`config.mk`:
```
export PLATFORM = sky130hd
export DESIGN_NAME = aligned_xfer_seg
export DESIGN_NICKNAME = d
export VERILOG_FILES = /design/src/rtl/aligned_xfer_seg_pkg.sv /design/src/rtl/xfer_seg_span.sv /design/src/rtl/xfer_lane_mask.sv /design/src/rtl/xfer_byte_rot.sv /design/src/rtl/aligned_xfer_seg.sv
export SDC_FILE = /design/constraint.sdc
export NUM_CORES = 1
export LEC_CHECK = 0
export BUFFER_PORTS_ARGS = -buffer_cell sky130_fd_sc_hd__buf_4
export CAP_MARGIN = 20
export CORE_MARGIN = 5
export CORE_UTILIZATION = 54
export CTS_CLUSTER_SIZE = 14
export DETAILED_ROUTE_END_ITERATION = 8
export GPL_TIMING_DRIVEN = 1
export PLACE_DENSITY = 0.79
export SETUP_SLACK_MARGIN = 0.1
export SYNTH_ARGS = -nofsm -noshare
export SYNTH_HDL_FRONTEND = slang
export SYNTH_SLANG_ARGS = --single-unit
```
`constraint.sdc`:
```
create_clock -name clk -period 4.9 [get_ports clk]
set_input_delay 0.735 -clock clk [delete_from_list [all_inputs] [get_ports clk]]
set_output_delay 0.735 -clock clk [all_outputs]
set_load 0.01 [all_outputs]
```
`src/rtl/aligned_xfer_seg_pkg.sv`:
```
package aligned_xfer_seg_pkg;
  typedef enum logic [1:0] {
    ST_IDLE = 2'd0,
    ST_RUN  = 2'd1,
    ST_FIN  = 2'd2
  } seg_state_e;

  typedef enum logic {
    DIR_TO_BUF   = 1'b0,
    DIR_TO_STORE = 1'b1
  } xfer_dir_e;
endpackage

```
`src/rtl/xfer_seg_span.sv`:
```
// Per-beat length, segment remainder and segment-end detection.
module xfer_seg_span #(
  parameter int CW         = 16,
  parameter int SEG_BYTES  = 64,
  parameter int BEAT_BYTES = 8
) (
  input  logic [$clog2(SEG_BYTES)-1:0]    addr_lo,
  input  logic [CW-1:0]                   rem,
  output logic [$clog2(BEAT_BYTES+1)-1:0] beat_n,
  output logic [$clog2(SEG_BYTES+1)-1:0]  seg_len,
  output logic                            seg_end
);
  localparam int SL = $clog2(SEG_BYTES);
  localparam int BL = $clog2(BEAT_BYTES);
  localparam int SW = $clog2(SEG_BYTES+1);
  localparam int NW = $clog2(BEAT_BYTES+1);

  logic [SW-1:0] room_seg;
  logic [NW-1:0] room_beat;

  assign room_seg  = SW'(SEG_BYTES) - SW'(addr_lo);
  assign room_beat = NW'(BEAT_BYTES) - NW'(addr_lo[BL-1:0]);

  assign seg_len = (rem < CW'(room_seg))  ? SW'(rem) : room_seg;
  assign beat_n  = (rem < CW'(room_beat)) ? NW'(rem) : room_beat;

  // A beat closes its segment when it reaches the boundary or drains the request.
  assign seg_end = ((SW'(addr_lo) + SW'(beat_n)) == SW'(SEG_BYTES)) ||
                   (CW'(beat_n) == rem);
endmodule

```
`src/rtl/xfer_lane_mask.sv`:
```
// Contiguous byte-enable mask from a first lane and a byte count.
module xfer_lane_mask #(
  parameter int BEAT_BYTES = 8
) (
  input  logic [$clog2(BEAT_BYTES)-1:0]   lo,
  input  logic [$clog2(BEAT_BYTES+1)-1:0] n,
  output logic [BEAT_BYTES-1:0]           mask
);
  for (genvar i = 0; i < BEAT_BYTES; i++) begin : g_lane
    assign mask[i] = (32'(i) >= 32'(lo)) && (32'(i) < (32'(lo) + 32'(n)));
  end
endmodule

```
`src/rtl/xfer_byte_rot.sv`:
```
// Byte rotator: direction selects the sense of rotation.
module xfer_byte_rot
  import aligned_xfer_seg_pkg::*;
#(
  parameter int BEAT_BYTES = 8
) (
  input  logic [8*BEAT_BYTES-1:0]       din,
  input  logic [$clog2(BEAT_BYTES)-1:0] shift,
  input  xfer_dir_e                     dir,
  output logic [8*BEAT_BYTES-1:0]       dout
);
  localparam int BL = $clog2(BEAT_BYTES);

  for (genvar j = 0; j < BEAT_BYTES; j++) begin : g_out
    logic [BL-1:0] src;
    assign src = (dir == DIR_TO_STORE) ? (BL'(j) - shift) : (BL'(j) + shift);
    assign dout[8*j +: 8] = din[8*src +: 8];
  end
endmodule

```
`src/rtl/aligned_xfer_seg.sv`:
```
module aligned_xfer_seg
  import aligned_xfer_seg_pkg::*;
#(
  parameter int AW         = 32,
  parameter int CW         = 16,
  parameter int SEG_BYTES  = 64,
  parameter int BEAT_BYTES = 8,
  parameter int BUF_BYTES  = 256
) (
  input  logic                              clk,
  input  logic                              rst,
  input  logic                              start,
  input  logic                              dir,
  input  logic [AW-1:0]                     st_addr,
  input  logic [$clog2(BUF_BYTES)-1:0]      buf_off,
  input  logic [CW-1:0]                     byte_cnt,
  input  logic [8*BEAT_BYTES-1:0]           din,
  output logic [8*BEAT_BYTES-1:0]           dout,
  output logic                              busy,
  output logic                              beat_valid,
  output logic [AW-1:0]                     beat_addr,
  output logic [BEAT_BYTES-1:0]             beat_be,
  output logic [$clog2(BUF_BYTES)-1:0]      beat_buf_off,
  output logic                              seg_first,
  output logic                              seg_last,
  output logic [$clog2(SEG_BYTES+1)-1:0]    seg_len,
  output logic                              done
);
  localparam int SL = $clog2(SEG_BYTES);
  localparam int BL = $clog2(BEAT_BYTES);
  localparam int BW = $clog2(BUF_BYTES);
  localparam int SW = $clog2(SEG_BYTES+1);
  localparam int NW = $clog2(BEAT_BYTES+1);
  localparam int DW = 8*BEAT_BYTES;

  seg_state_e     state_q;
  logic [AW-1:0]  cur_addr_q;
  logic [CW-1:0]  rem_q;
  logic [BW-1:0]  bptr_q;
  logic           first_q;
  logic [BL-1:0]  shift_q;
  xfer_dir_e      dir_q;

  logic [NW-1:0]         n_w;
  logic [SW-1:0]         seg_len_w;
  logic                  seg_end_w;
  logic [BEAT_BYTES-1:0] mask_w;
  logic [DW-1:0]         rot_w;

  xfer_seg_span #(
    .CW(CW), .SEG_BYTES(SEG_BYTES), .BEAT_BYTES(BEAT_BYTES)
  ) u_span (
    .addr_lo (cur_addr_q[SL-1:0]),
    .rem     (rem_q),
    .beat_n  (n_w),
    .seg_len (seg_len_w),
    .seg_end (seg_end_w)
  );

  xfer_lane_mask #(.BEAT_BYTES(BEAT_BYTES)) u_mask (
    .lo   (cur_addr_q[BL-1:0]),
    .n    (n_w),
    .mask (mask_w)
  );

  xfer_byte_rot #(.BEAT_BYTES(BEAT_BYTES)) u_rot (
    .din   (din),
    .shift (shift_q),
    .dir   (dir_q),
    .dout  (rot_w)
  );

  always_ff @(posedge clk) begin
    if (rst) begin
      state_q      <= ST_IDLE;
      cur_addr_q   <= '0;
      rem_q        <= '0;
      bptr_q       <= '0;
      first_q      <= 1'b0;
      shift_q      <= '0;
      dir_q        <= DIR_TO_BUF;
      dout         <= '0;
      busy         <= 1'b0;
      beat_valid   <= 1'b0;
      beat_addr    <= '0;
      beat_be      <= '0;
      beat_buf_off <= '0;
      seg_first    <= 1'b0;
      seg_last     <= 1'b0;
      seg_len      <= '0;
      done         <= 1'b0;
    end else begin
      dout       <= rot_w;
      beat_valid <= 1'b0;
      done       <= 1'b0;
      unique case (state_q)
        ST_IDLE: begin
          if (start) begin
            cur_addr_q <= st_addr;
            rem_q      <= byte_cnt;
            bptr_q     <= buf_off;
            first_q    <= 1'b1;
            shift_q    <= st_addr[BL-1:0] - buf_off[BL-1:0];
            dir_q      <= xfer_dir_e'(dir);
            busy       <= 1'b1;
            state_q    <= (byte_cnt == '0) ? ST_FIN : ST_RUN;
          end
        end
        ST_RUN: begin
          beat_valid   <= 1'b1;
          beat_addr    <= {cur_addr_q[AW-1:BL], {BL{1'b0}}};
          beat_be      <= mask_w;
          beat_buf_off <= bptr_q;
          seg_first    <= first_q || (cur_addr_q[SL-1:0] == '0);
          seg_last     <= seg_end_w;
          seg_len      <= seg_len_w;
          cur_addr_q   <= cur_addr_q + AW'(n_w);
          rem_q        <= rem_q - CW'(n_w);
          bptr_q       <= bptr_q + BW'(n_w);
          first_q      <= 1'b0;
          if (CW'(n_w) == rem_q) state_q <= ST_FIN;
        end
        ST_FIN: begin
          done    <= 1'b1;
          busy    <= 1'b0;
          state_q <= ST_IDLE;
        end
        default: state_q <= ST_IDLE;
      endcase
    end
  end
endmodule

```
==> impl_metrics.yaml <==
outcome:
  status: "complete, no violations"
floorplanning:
  ios: 248
  core_um2: 18500
  die_w_um: 147
  die_area_um2: 21500
  start_util_pct: 54.4
  rows: 50
  die_h_um: 147
yosys:
  ys_top_cells_by_area: "dfxtp_1 (37%), mux4_2 (14%), nand2_1 (9.2%)"
  synth-edff-count: 0
  synth_top_family_by_area: "simple AND/OR/NAND/NOR gates"
  synth-simple-area-share_pct: 20.3
  syn_inst: 1151
  synth_ff_type: "dfxtp_1"
  synthAdderAreaFrac_pct: 3.77
  synth_top_area_cell: "dfxtp_1"
  synth_compound_area_share_pct: 16.2
  async_reset_ff_share_pct: 0
  syn_avg_cell_area_um2: 8.76
  yosysTopAreaCellShare_pct: 36.5
  muxShareOfSynthArea_pct: 17.4
  synth_seq_cells: 184
  seq_area_frac_synth_pct: 36.5
  synth_most_common_cell: "nand2_1"
  synth.distinct_cells: 66
  synth_commonest_cells: "nand2_1 (246), dfxtp_1 (184), a21oi_1 (134)"
  ys_warn_count: 0
  netlist_area_um2: 10100
  synthXorXnorAreaFrac_pct: 1.65
clock_tree:
  clockRootBuffer: "clkbuf_16"
  cts.htree.levels: 4
  numCtsBuffers: 17
  cts_sinks: 184
  clkTransAtPathRegs_ps: 70
  post-cts-setup-buffers: 0
  cts_tree: "done"
  clock_latency_ps: 440
  clock_path_buffers: 2
timing:
  tns_ps: 0
  rsz0062_at_grt: "false"
  finClkSkew_ps: 12.6
  max_slew_margin_pct: 31.1
  maxClockFrequency_mhz: 227
  period_share_pct: 89.8
  fin_crit_ps: 4400
  slew_violations: 0
  hold_viol: 0
  worst_pin_slew_ps: 1030
  setup_violations: 0
critical_path:
  crit_start: "cur_addr_q[1]"
  crit_path_end_kind: "flip-flop"
  path_max_fanout: 8
  cpMaxStageDelayCell: "or4_1"
  crit_buf_inv: 1
  critPathMaxStageDelay_ps: 650
  path_delay_family: "compound AO/OA/AOI/OAI gates"
  worstPathCellList: "nor3_1, inv_1, ha_1, a31oi_1, nand3b_4, o21ai_0, ha_1, fa_1, a21o_1, a21o_1, nand2_1, or4_1, o311a_1"
  rr_startpoint: "cur_addr_q[1]"
  critical_path_class: "reg2reg"
  rr_worst_depth: 13
  cp-start-kind: "flip-flop"
  r2r_setup_slack_ps: 500
  cp.arrival_ps: 4720
  worstPathRequired_ps: 5220
  r2r_end: "cur_addr_q[22]"
place:
  dp.cells: 1565
  io_buffers: 244
  dp_hpwl_um: 22900
  gp_congestion: 0.959
finish:
  area_growth_pct: 25.9
  drive_gt1_share_pct: 28.0
  antenna-diode-count: 0
  nets: 1507
  finalNonFillerCells: 1601
min_path:
  min_to: "beat_addr[27]"
  worstHoldPathCells: 2
  holdCritPathClass: "reg2reg"
  hp-start: "beat_addr[27]"
route:
  vias: 9916
  initialDrtViolationCount: 1153
  drc: 0
  viasPerCell: 6.19
  wl_um: 31900
  drtAntennaViolNets: 0
  firstDrtPassIters: 8
  wl_per_cell_um: 19.9
grt:
  grt_pass1_wl_um: 50500
  overflow: 0
  grt.total_usage_pct: 29.0
  grt_pass1_vias: 9259
  antenna_found_initial: 0
  grt_max_degree: 116
power_and_ir_drop:
  power.density_nw_per_um2: 417
  power.leakage_uw: 0.00519
  peakVddDrop_mv: 0.297
flow_run:
  cap_violations: 0
[layer usage]
| metal | vias up | GRT usage (%) | routed length, µm |
|---|---|---|---|
| met3 | 68 | 6.67 | 3180 |
| met2 | 571 | 46.3 | 15100 |
| met5 | - | 0 | 0 |
| li1 | 4590 | - | - |
| met1 | 4687 | 39.8 | 12900 |
| met4 | 0 | 8.14 | 745 |
[power by group]
| part | leakage (µW) | internal, µW | switching (µW) |
|---|---|---|---|
| Clock | 0.000271 | 719 | 626 |
| Combinational | 0.00340 | 916 | 1170 |
| Sequential | 0.00152 | 1700 | 157 |
| Total | 0.00519 | 3340 | 1960 |
[per-stage QoR]
step	utilization (%)	total power [µW]	hold slack (ps)	worst slack [ps]	cell area (µm²)
floorplan	-	3170	437	1040	10100
global placement	65.1	3850	443	785	12100
detailed placement	65.2	3900	450	582	12100
CTS	68.2	5250	459	445	12600
global route	68.5	5560	475	126	12700
finish	68.5	5290	457	500	12700
[cell families after synthesis]
logic type,after synthesis
DFF,184
adders and majority gates,28
xor gates and xnor gates,19
buffers and inverters,107
other,1
AOI/OAI and AO/OA,264
muxes,93
and+or+nand+nor,455
[worst reg2reg max path: cells and delay by family (launching register included)]
family	cells	cell delay, ps
DFF	1	410
and+or+nand+nor	4	1370
AOI/OAI and AO/OA	5	1410
buffers and inverters	1	190
adders and majority gates	3	890
[what timing repair did]
| action | in CTS | in global routing |
|---|---|---|
| resized for setup | 0 | 1 |
| hold buffers | 0 | 0 |
| setup endpoints to repair | 0 | 1 |
[cells in the final DEF, fill, tap and decap left out, types with 4 or more instances in the layout]
| cell | synthesis | layout |
|---|---|---|
| dfxtp_1 | 184 | 183 |
| clkbuf_16 | 0 | 17 |
| nor2b_1 | 7 | 7 |
| ha_1 | 24 | 24 |
| nand3_1 | 18 | 18 |
| nand2b_1 | 8 | 7 |
| a211oi_1 | 16 | 16 |
| xnor2_1 | 12 | 11 |
| o211ai_1 | 8 | 8 |
| a21oi_1 | 134 | 133 |
| a21o_1 | 9 | 9 |
| nand2_1 | 246 | 246 |
| o31a_1 | 6 | 6 |
| o21ai_0 | 22 | 22 |
| nand3b_1 | 5 | 5 |
| and3_1 | 8 | 8 |
| buf_4 | 3 | 262 |
| a311oi_1 | 10 | 10 |
| nor4_1 | 17 | 17 |
| a31oi_1 | 19 | 19 |
| or4_1 | 6 | 6 |
| nand4_1 | 8 | 8 |
| nor3_1 | 27 | 25 |
| o311ai_0 | 4 | 4 |
| nor2_1 | 76 | 75 |
| a221oi_1 | 6 | 6 |
| inv_1 | 24 | 24 |
| fa_1 | 4 | 4 |
| mux2_2 | 4 | 4 |
| mux2i_1 | 23 | 22 |
| inv_6 | 0 | 5 |
| or3_1 | 11 | 11 |
| mux4_2 | 64 | 64 |
| nand4b_1 | 4 | 4 |
| xor2_1 | 7 | 7 |
[how the worst max path moves through the flow]
stage / end / cells after the start / slack, ps
floorplan: rem_q[13] / 13 / 1040
global placement: rem_q[13] / 14 / 780
detailed placement: cur_addr_q[28] / 14 / 580
CTS: cur_addr_q[28] / 14 / 440
global route: cur_addr_q[22] / 14 / 130
finish: cur_addr_q[22] / 13 / 500
[layout make-up]
cell class                 count  area, µm²
fill                        1466       5820
sequential                   184       3690
clock buffer                  19        443
inverter                      25       93.8
timing repair buffer         265       2020
tap                          234        293
clock inverter                12        116
multi-input combinational    862       6040
[flip-flops by register name, summed over array words and instances, names as in the netlist]
name	count
state_q	2
busy	1
beat_addr	29
bptr_q	8
cur_addr_q	32
seg_first	1
first_q	1
beat_valid	1
dir_q	1
rem_q	16
dout	64
beat_buf_off	8
seg_last	1
shift_q	3
beat_be	8
seg_len	7
done	1
No activity file was read; power rests on OpenSTA's default activity.
